$ cat src/rtl/tciPkg.sv
package tciPkg;
  localparam int ADDR_W = 16;
  localparam int DATA_W = 8;
  localparam logic [DATA_W-1:0] OP_NEXT  = 8'h3B;
  localparam logic [DATA_W-1:0] OP_ENTER = 8'h7B;
  localparam logic [DATA_W-1:0] OP_BRA   = 8'h80;
  localparam logic [ADDR_W-1:0] BODY_OFS = 16'd2;

  typedef enum logic [2:0] {
    A_FETCH, A_IP, A_IP1, A_RSP, A_RSP1, A_W2, A_W3, A_PC1
  } addrSel_t;

  typedef enum logic [1:0] {F_PC, F_PTR, F_BR} fetchSrc_t;

  typedef struct packed {
    addrSel_t  addrSel;
    logic      rd;
    logic      we;
    logic      wdHi;
    logic      fetch;
    fetchSrc_t fetchSrc;
    logic      latchLo;
    logic      ipInc2;
    logic      ipFromW4;
    logic      rspDec2;
  } ctl_t;
endpackage

$ cat src/rtl/tciControl.sv
module tciControl
  import tciPkg::*;
(
  input  logic              clk,
  input  logic              rst,
  input  logic [DATA_W-1:0] memRdata,
  output ctl_t              ctl,
  output logic              halt
);
  typedef enum logic [2:0] {
    ST_FETCH, ST_OP, ST_NX2, ST_EN2, ST_EN3, ST_EN4, ST_HALT
  } state_t;

  state_t    state, nextState;
  fetchSrc_t pendSrc, nextPend;

  always_comb begin
    ctl          = '0;
    ctl.addrSel  = A_FETCH;
    ctl.fetchSrc = pendSrc;
    nextState    = state;
    nextPend     = pendSrc;
    case (state)
      ST_FETCH: begin
        ctl.rd    = 1'b1;
        ctl.fetch = 1'b1;
        nextPend  = F_PC;
        nextState = ST_OP;
      end
      ST_OP: begin
        case (memRdata)
          OP_NEXT: begin
            ctl.rd      = 1'b1;
            ctl.addrSel = A_IP;
            nextState   = ST_NX2;
          end
          OP_ENTER: begin
            ctl.we      = 1'b1;
            ctl.wdHi    = 1'b1;
            ctl.addrSel = A_RSP;
            nextState   = ST_EN2;
          end
          OP_BRA: begin
            ctl.rd      = 1'b1;
            ctl.addrSel = A_PC1;
            nextPend    = F_BR;
            nextState   = ST_FETCH;
          end
          default: nextState = ST_HALT;
        endcase
      end
      ST_NX2: begin
        ctl.rd      = 1'b1;
        ctl.addrSel = A_IP1;
        ctl.latchLo = 1'b1;
        ctl.ipInc2  = 1'b1;
        nextPend    = F_PTR;
        nextState   = ST_FETCH;
      end
      ST_EN2: begin
        ctl.we      = 1'b1;
        ctl.addrSel = A_RSP1;
        ctl.rspDec2 = 1'b1;
        nextState   = ST_EN3;
      end
      ST_EN3: begin
        ctl.rd      = 1'b1;
        ctl.addrSel = A_W2;
        nextState   = ST_EN4;
      end
      ST_EN4: begin
        ctl.rd       = 1'b1;
        ctl.addrSel  = A_W3;
        ctl.latchLo  = 1'b1;
        ctl.ipFromW4 = 1'b1;
        nextPend     = F_PTR;
        nextState    = ST_FETCH;
      end
      default: nextState = ST_HALT;
    endcase
  end

  always_ff @(posedge clk) begin
    if (rst) begin
      state   <= ST_FETCH;
      pendSrc <= F_PC;
    end else begin
      state   <= nextState;
      pendSrc <= nextPend;
    end
  end

  assign halt = (state == ST_HALT);

  AST_ONE_ACCESS: assert property (@(posedge clk) disable iff (rst)
    !(ctl.rd && ctl.we));
  AST_HALT_STICKY: assert property (@(posedge clk) disable iff (rst)
    halt |=> halt);
  AST_PUSH_ORDER: assert property (@(posedge clk) disable iff (rst)
    (ctl.we && ctl.wdHi) |=> (ctl.we && !ctl.wdHi));
endmodule

$ cat src/rtl/tciDatapath.sv
module tciDatapath
  import tciPkg::*;
#(
  parameter logic [ADDR_W-1:0] START_PC  = 16'h0200,
  parameter logic [ADDR_W-1:0] START_IP  = 16'h0000,
  parameter logic [ADDR_W-1:0] START_RSP = 16'h0000
)(
  input  logic              clk,
  input  logic              rst,
  input  ctl_t              ctl,
  input  logic [DATA_W-1:0] memRdata,
  output logic [ADDR_W-1:0] memAddr,
  output logic [DATA_W-1:0] memWdata,
  output logic [ADDR_W-1:0] pc,
  output logic [ADDR_W-1:0] ip,
  output logic [ADDR_W-1:0] w,
  output logic [ADDR_W-1:0] rsp
);
  logic [DATA_W-1:0] loReg;
  logic [ADDR_W-1:0] ptrVal, brTarget, fetchAddr;

  assign ptrVal   = {memRdata, loReg};
  assign brTarget = pc + BODY_OFS + {{(ADDR_W-DATA_W){memRdata[DATA_W-1]}}, memRdata};

  always_comb begin
    case (ctl.fetchSrc)
      F_PTR:   fetchAddr = ptrVal;
      F_BR:    fetchAddr = brTarget;
      default: fetchAddr = pc;
    endcase
  end

  always_comb begin
    case (ctl.addrSel)
      A_IP:    memAddr = ip;
      A_IP1:   memAddr = ip + 16'd1;
      A_RSP:   memAddr = rsp;
      A_RSP1:  memAddr = rsp - 16'd1;
      A_W2:    memAddr = w + BODY_OFS;
      A_W3:    memAddr = w + BODY_OFS + 16'd1;
      A_PC1:   memAddr = pc + 16'd1;
      default: memAddr = (ctl.fetch) ? fetchAddr : '0;
    endcase
  end

  assign memWdata = ctl.wdHi ? ip[ADDR_W-1:DATA_W] : ip[DATA_W-1:0];

  always_ff @(posedge clk) begin
    if (rst) begin
      pc    <= START_PC;
      ip    <= START_IP;
      w     <= '0;
      rsp   <= START_RSP;
      loReg <= '0;
    end else begin
      if (ctl.fetch) begin
        pc <= fetchAddr;
        if (ctl.fetchSrc == F_PTR) w <= ptrVal;
      end
      if (ctl.latchLo)  loReg <= memRdata;
      if (ctl.ipInc2)   ip <= ip + 16'd2;
      if (ctl.ipFromW4) ip <= w + BODY_OFS + 16'd2;
      if (ctl.rspDec2)  rsp <= rsp - 16'd2;
    end
  end

  AST_RSP_STEP: assert property (@(posedge clk) disable iff (rst)
    ctl.rspDec2 |=> (rsp == $past(rsp) - 16'd2));
  AST_PTR_ENTRY: assert property (@(posedge clk) disable iff (rst)
    (ctl.fetch && ctl.fetchSrc == F_PTR) |=> (pc == w));
  AST_IP_ADVANCE: assert property (@(posedge clk) disable iff (rst)
    ctl.ipInc2 |=> (ip == $past(ip) + 16'd2));
endmodule

$ cat src/rtl/tciSequencer.sv
module tciSequencer
  import tciPkg::*;
#(
  parameter logic [15:0] START_PC  = 16'h0200,
  parameter logic [15:0] START_IP  = 16'h0000,
  parameter logic [15:0] START_RSP = 16'h0000
)(
  input  logic        clk,
  input  logic        rst,
  output logic [15:0] memAddr,
  output logic        memRd,
  output logic        memWe,
  output logic [7:0]  memWdata,
  input  logic [7:0]  memRdata,
  output logic        halt,
  output logic [15:0] pcOut,
  output logic [15:0] ipOut,
  output logic [15:0] wOut,
  output logic [15:0] rspOut
);
  ctl_t ctl;

  tciControl uCtl (
    .clk(clk), .rst(rst), .memRdata(memRdata), .ctl(ctl), .halt(halt)
  );

  tciDatapath #(
    .START_PC(START_PC), .START_IP(START_IP), .START_RSP(START_RSP)
  ) uDp (
    .clk(clk), .rst(rst), .ctl(ctl), .memRdata(memRdata),
    .memAddr(memAddr), .memWdata(memWdata),
    .pc(pcOut), .ip(ipOut), .w(wOut), .rsp(rspOut)
  );

  assign memRd = ctl.rd;
  assign memWe = ctl.we;

  AST_HALT_QUIET: assert property (@(posedge clk) disable iff (rst)
    halt |-> (!memRd && !memWe));
  AST_HALT_PC_HOLD: assert property (@(posedge clk) disable iff (rst)
    (halt && $past(halt)) |-> $stable(pcOut));
endmodule

$ cat config.mk
export PLATFORM = sky130hd
export DESIGN_NAME = tciSequencer
export DESIGN_NICKNAME = d
export VERILOG_FILES = /design/src/rtl/tciPkg.sv /design/src/rtl/tciControl.sv /design/src/rtl/tciDatapath.sv /design/src/rtl/tciSequencer.sv
export SDC_FILE = /design/constraint.sdc
export NUM_CORES = 1
export LEC_CHECK = 0
export BUFFER_PORTS_ARGS = -buffer_cell sky130_fd_sc_hd__buf_2
export CAP_MARGIN = 20
export CELL_PAD_IN_SITES_DETAIL_PLACEMENT = 1
export CELL_PAD_IN_SITES_GLOBAL_PLACEMENT = 1
export CORE_UTILIZATION = 43
export CTS_BUF_LIST = sky130_fd_sc_hd__clkbuf_16
export DETAILED_ROUTE_END_ITERATION = 10
export PLACE_DENSITY_LB_ADDON = 0.3
export RECOVER_POWER = 25
export SYNTH_ARGS = -nofsm -noshare
export SYNTH_HDL_FRONTEND = slang
export SYNTH_SLANG_ARGS = --single-unit
$ cat constraint.sdc
create_clock -name clk -period 3.8 [get_ports clk]
set_clock_uncertainty 0.05 [all_clocks]
set_input_delay 0.38 -clock clk [delete_from_list [all_inputs] [get_ports clk]]
set_output_delay 0.38 -clock clk [all_outputs]
set_load 0.03 [all_outputs]
==> run summary <==
The final core utilization is 54.01%. The leakage power figure came out at around 3.2 nW. The areal power density over the cells is 374.9 mW/mm². The number of sinks on the clock net is 76. The number of antenna diodes in the final layout is 0.

The critical path is of the reg -> out type. The number of max-slew violations in the final report was 0. The distinct cell type count after synthesis came out at 88.

The count of nets left with antenna violations once routing finished came out at 0. The smallest setup slack after layout is roughly 0.065 ns. The tightest min-delay check is of the in -> reg type. The number of setup violations in the final report came out at 0. In the final routed layout, each cell accounts on average for 23.30 µm. The fraction of synthesis flops using an asynchronous set or reset pin came out at 0%.

The filler cell count came out at between 1,500 and 2,000. The worst hold path stage count is 3. The cell area after synthesis is 0.006649 mm². In the synthesized netlist the dominant register cell turns out to be dfxtp_1.

After technology mapping, the gate count stands at about 900. The floorplan step defined a die boundary enclosing approximately 0.016 mm². The maximum fanout count along the critical path is 6. TritonCTS built the clock tree. The first-pass iteration count of the detailed router came out at 7.

The nature of the critical path endpoint is an output pin. The number of global-route vias before repair came to ~7,600. The layout cell share with drive strength beyond 1 is a little over a fifth.

The pin count of the biggest net entering global routing came out at 43. Summing internal, switching and leakage power gives between 3 and 4 mW. The number of buffers inserted for hold repair after clock tree synthesis is 0. At the worst endpoint, the required time is ~3.4 ns. The area overhead of the layout relative to synthesis is 23.03%. The number of antenna violations at the first check in global routing is 1. The root buffer cell chosen for the clock tree is clkbuf_16. The final critical delay including setup and external delays is 3.735 ns. The synthesis warning total came out at 0.

OpenSTA, run right after detailed placement, puts the worst setup slack at -0.03381 ns. The die height is about 130 µm. The first global-routing pass estimated approximately 43,000 µm of wire.

The average footprint of a synthesized cell came out at around 7.4 µm². The global-route usage over all layers is 35.48%. The worst setup path is launched from a flip-flop. The pin slew with the least headroom to its limit came out at between 0.8 and 0.9 ns. The number of max-capacitance violations reported is 0. Summed over all layers, the routed wires come to 28,430 µm.

The number of hold violations in the final report came out at 0. The placed wire-length estimate came out at 21,570 µm. The floorplan step set the die width to 126.4 µm. The proportion of netlist area held by the largest area contributor is 22.88%. The number of levels the H-tree was split into came out at 3.

The clock-pin slew reported for the worst setup and hold paths after clock tree synthesis is 0.07 ns. The flow ran to the end, and the final reports show no timing, DRC or antenna violations. The worst max-slew margin expressed relative to the limit came out at 40.78%. The top-level port count is between 100 and 150. Counting cells, the worst reg-to-reg path comes to 9. The sequential-to-total area share from yosys stat came out at a little under a quarter. The arrival time at the worst endpoint came out at 3.30 ns.

The total CTS buffers came out at 9. The via count normalized by instance count is 6.452. The routed via count came out at approximately 8,000.

The worst IR drop on VDD came out at roughly 0.30 mV. The residual overflow from global routing came out at 0. The number of buffers on the longest clock path is 2.

By area the synthesized netlist is led by dfxtp_1, nand2_1, ha_1. For this run, the post-layout net count is roughly 1,100. The initialized floorplan defines 45 standard-cell rows. The highest clock rate is between 0.2 and 0.3 GHz.

Counting flops and latches in the post-synthesis netlist gives 76. The placeable core area came out at between 0.015 and 0.02 mm². The number of flops mapped to enable cells by yosys came out at 0. Of all cell types, the one taking the most synthesized area is dfxtp_1. The number of DRC markers in iteration 0 came out at between 600 and 700. The number of remaining DRC errors came out at 0. The final weighted congestion in routability-driven placement is between 0.9 and 1.

The accumulated negative setup slack is 0 ns. The starting density of the core came out at roughly 44%. The portion of the clock cycle consumed by the worst path in the final layout came out at 98.28%. The number of input and output port buffers inserted is 99. Setup repair after global routing could not meet its margin everywhere. The number of nets produced by synthesis came out at 943. The later pin in the worst-skew pair is clocked with a latency of 0.36 ns.
## what timing repair did
action / 4_1_cts / 5_1_grt
cloned: 0 / 0
endpoints found under the setup margin: 8 / 10
buffers inserted: 0 / 6
gates resized for setup: 14 / 31
pin swaps: 5 / 12
## synthesized netlist by cell type, types with 14 or more instances
library cell    n
nand2_1       143
dfxtp_1        76
a21oi_1        75
nor2_1         72
o21ai_0        57
clkbuf_1       43
ha_1           35
xnor2_1        32
xor2_1         29
nor3_1         27
a211oi_1       23
o211ai_1       21
nand3_1        20
inv_1          19
a221o_1        14
a221oi_1       14
## final timing paths
kind / to / slack (ns) / startpoint
worst max-delay path: memAddr[13] / 0.07 / uDp.rsp[1]
worst min register to register: uDp.w[0] / 0.44 / uDp.loReg[0]
worst min-delay path: uDp.w[12] / 0.31 / memRdata[4]
worst max register to register: uDp.ip[13] / 0.42 / uCtl.state[2]
## power by group
group | internal, mW | switching [mW]
clock network | 0.529 | 0.421
registers | 0.842 | 0.0751
logic | 0.409 | 0.791
## worst max-delay path: stages, from the launching register on
cell and delay (ns):
dfxtp_1 0.38, inv_1 0.16, ha_1 0.23, or3b_4 0.44, or3_1 0.37, o31ai_1 0.27, o2111ai_1 0.18, a221oi_2 0.35
nand2_1 0.10, mux2i_1 0.22, a221oi_2 0.06, buf_4 0.21
## layout by cell type (no fill, tap or decap), drive strengths merged, types with 14 or more instances in the layout
| master | count |
|---|---|
| a211oi | 23 |
| a21oi | 76 |
| a221o | 14 |
| a221oi | 16 |
| buf | 140 |
| clkbuf | 46 |
| dfxtp | 76 |
| ha | 35 |
| inv | 26 |
| nand2 | 143 |
| nand3 | 20 |
| nor2 | 74 |
| nor3 | 30 |
| o211ai | 21 |
| o21ai | 62 |
| xnor2 | 32 |
| xor2 | 29 |
## stage by stage
step / instance area, µm² / hold slack (ns) / std cells
6_report: 8180 / 0.3101 / 1220
5_1_grt: 8180 / 0.3228 / 1220
4_1_cts: 8060 / 0.3083 / 1214
3_5_place_dp: 7692 / 0.4149 / 1198
3_3_place_gp: 7692 / 0.4083 / 1198
2_1_floorplan: 6654 / 0.3949 / 897
## sequential cells by signal, indices dropped and copies added, names as in the netlist
name,flops
uDp.ip,16
uDp.pc,16
uDp.w,16
uDp.rsp,15
uDp.loReg,8
uCtl.state,3
uCtl.pendSrc,2
## area by class of cell
class	count	area [µm²]	share of cell area, %
Multi-Input combinational cell	741	4970	60.75
Timing Repair Buffer	177	1054	12.88
Inverter	22	82.58	1.009
Sequential cell	76	1526	18.66
Clock inverter	7	87.58	1.071
Tap cell	188	235.2	2.876
Clock buffer	9	225.2	2.753
## cell families after synthesis
family,count (synthesis),synth area share [%]
multiplexers,2,0.3011
other,1,0.05640
adder cells (fa/ha/maj),36,6.887
XOR/XNOR,61,8.035
buffers and inverters,80,5.006
flip-flops,76,22.88
AO/OA/AOI/OAI,293,30.56
AND/OR/NAND/NOR,348,26.27
## per-layer routing
layer / global-route usage, % / share of wire (%)
met1: 45.69 / 43
met2: 58.92 / 47
met3: 7.423 / 7.6
met4: 11.98 / 2.7
met5: 0 / 0
No activity file was read; power rests on OpenSTA's default activity.
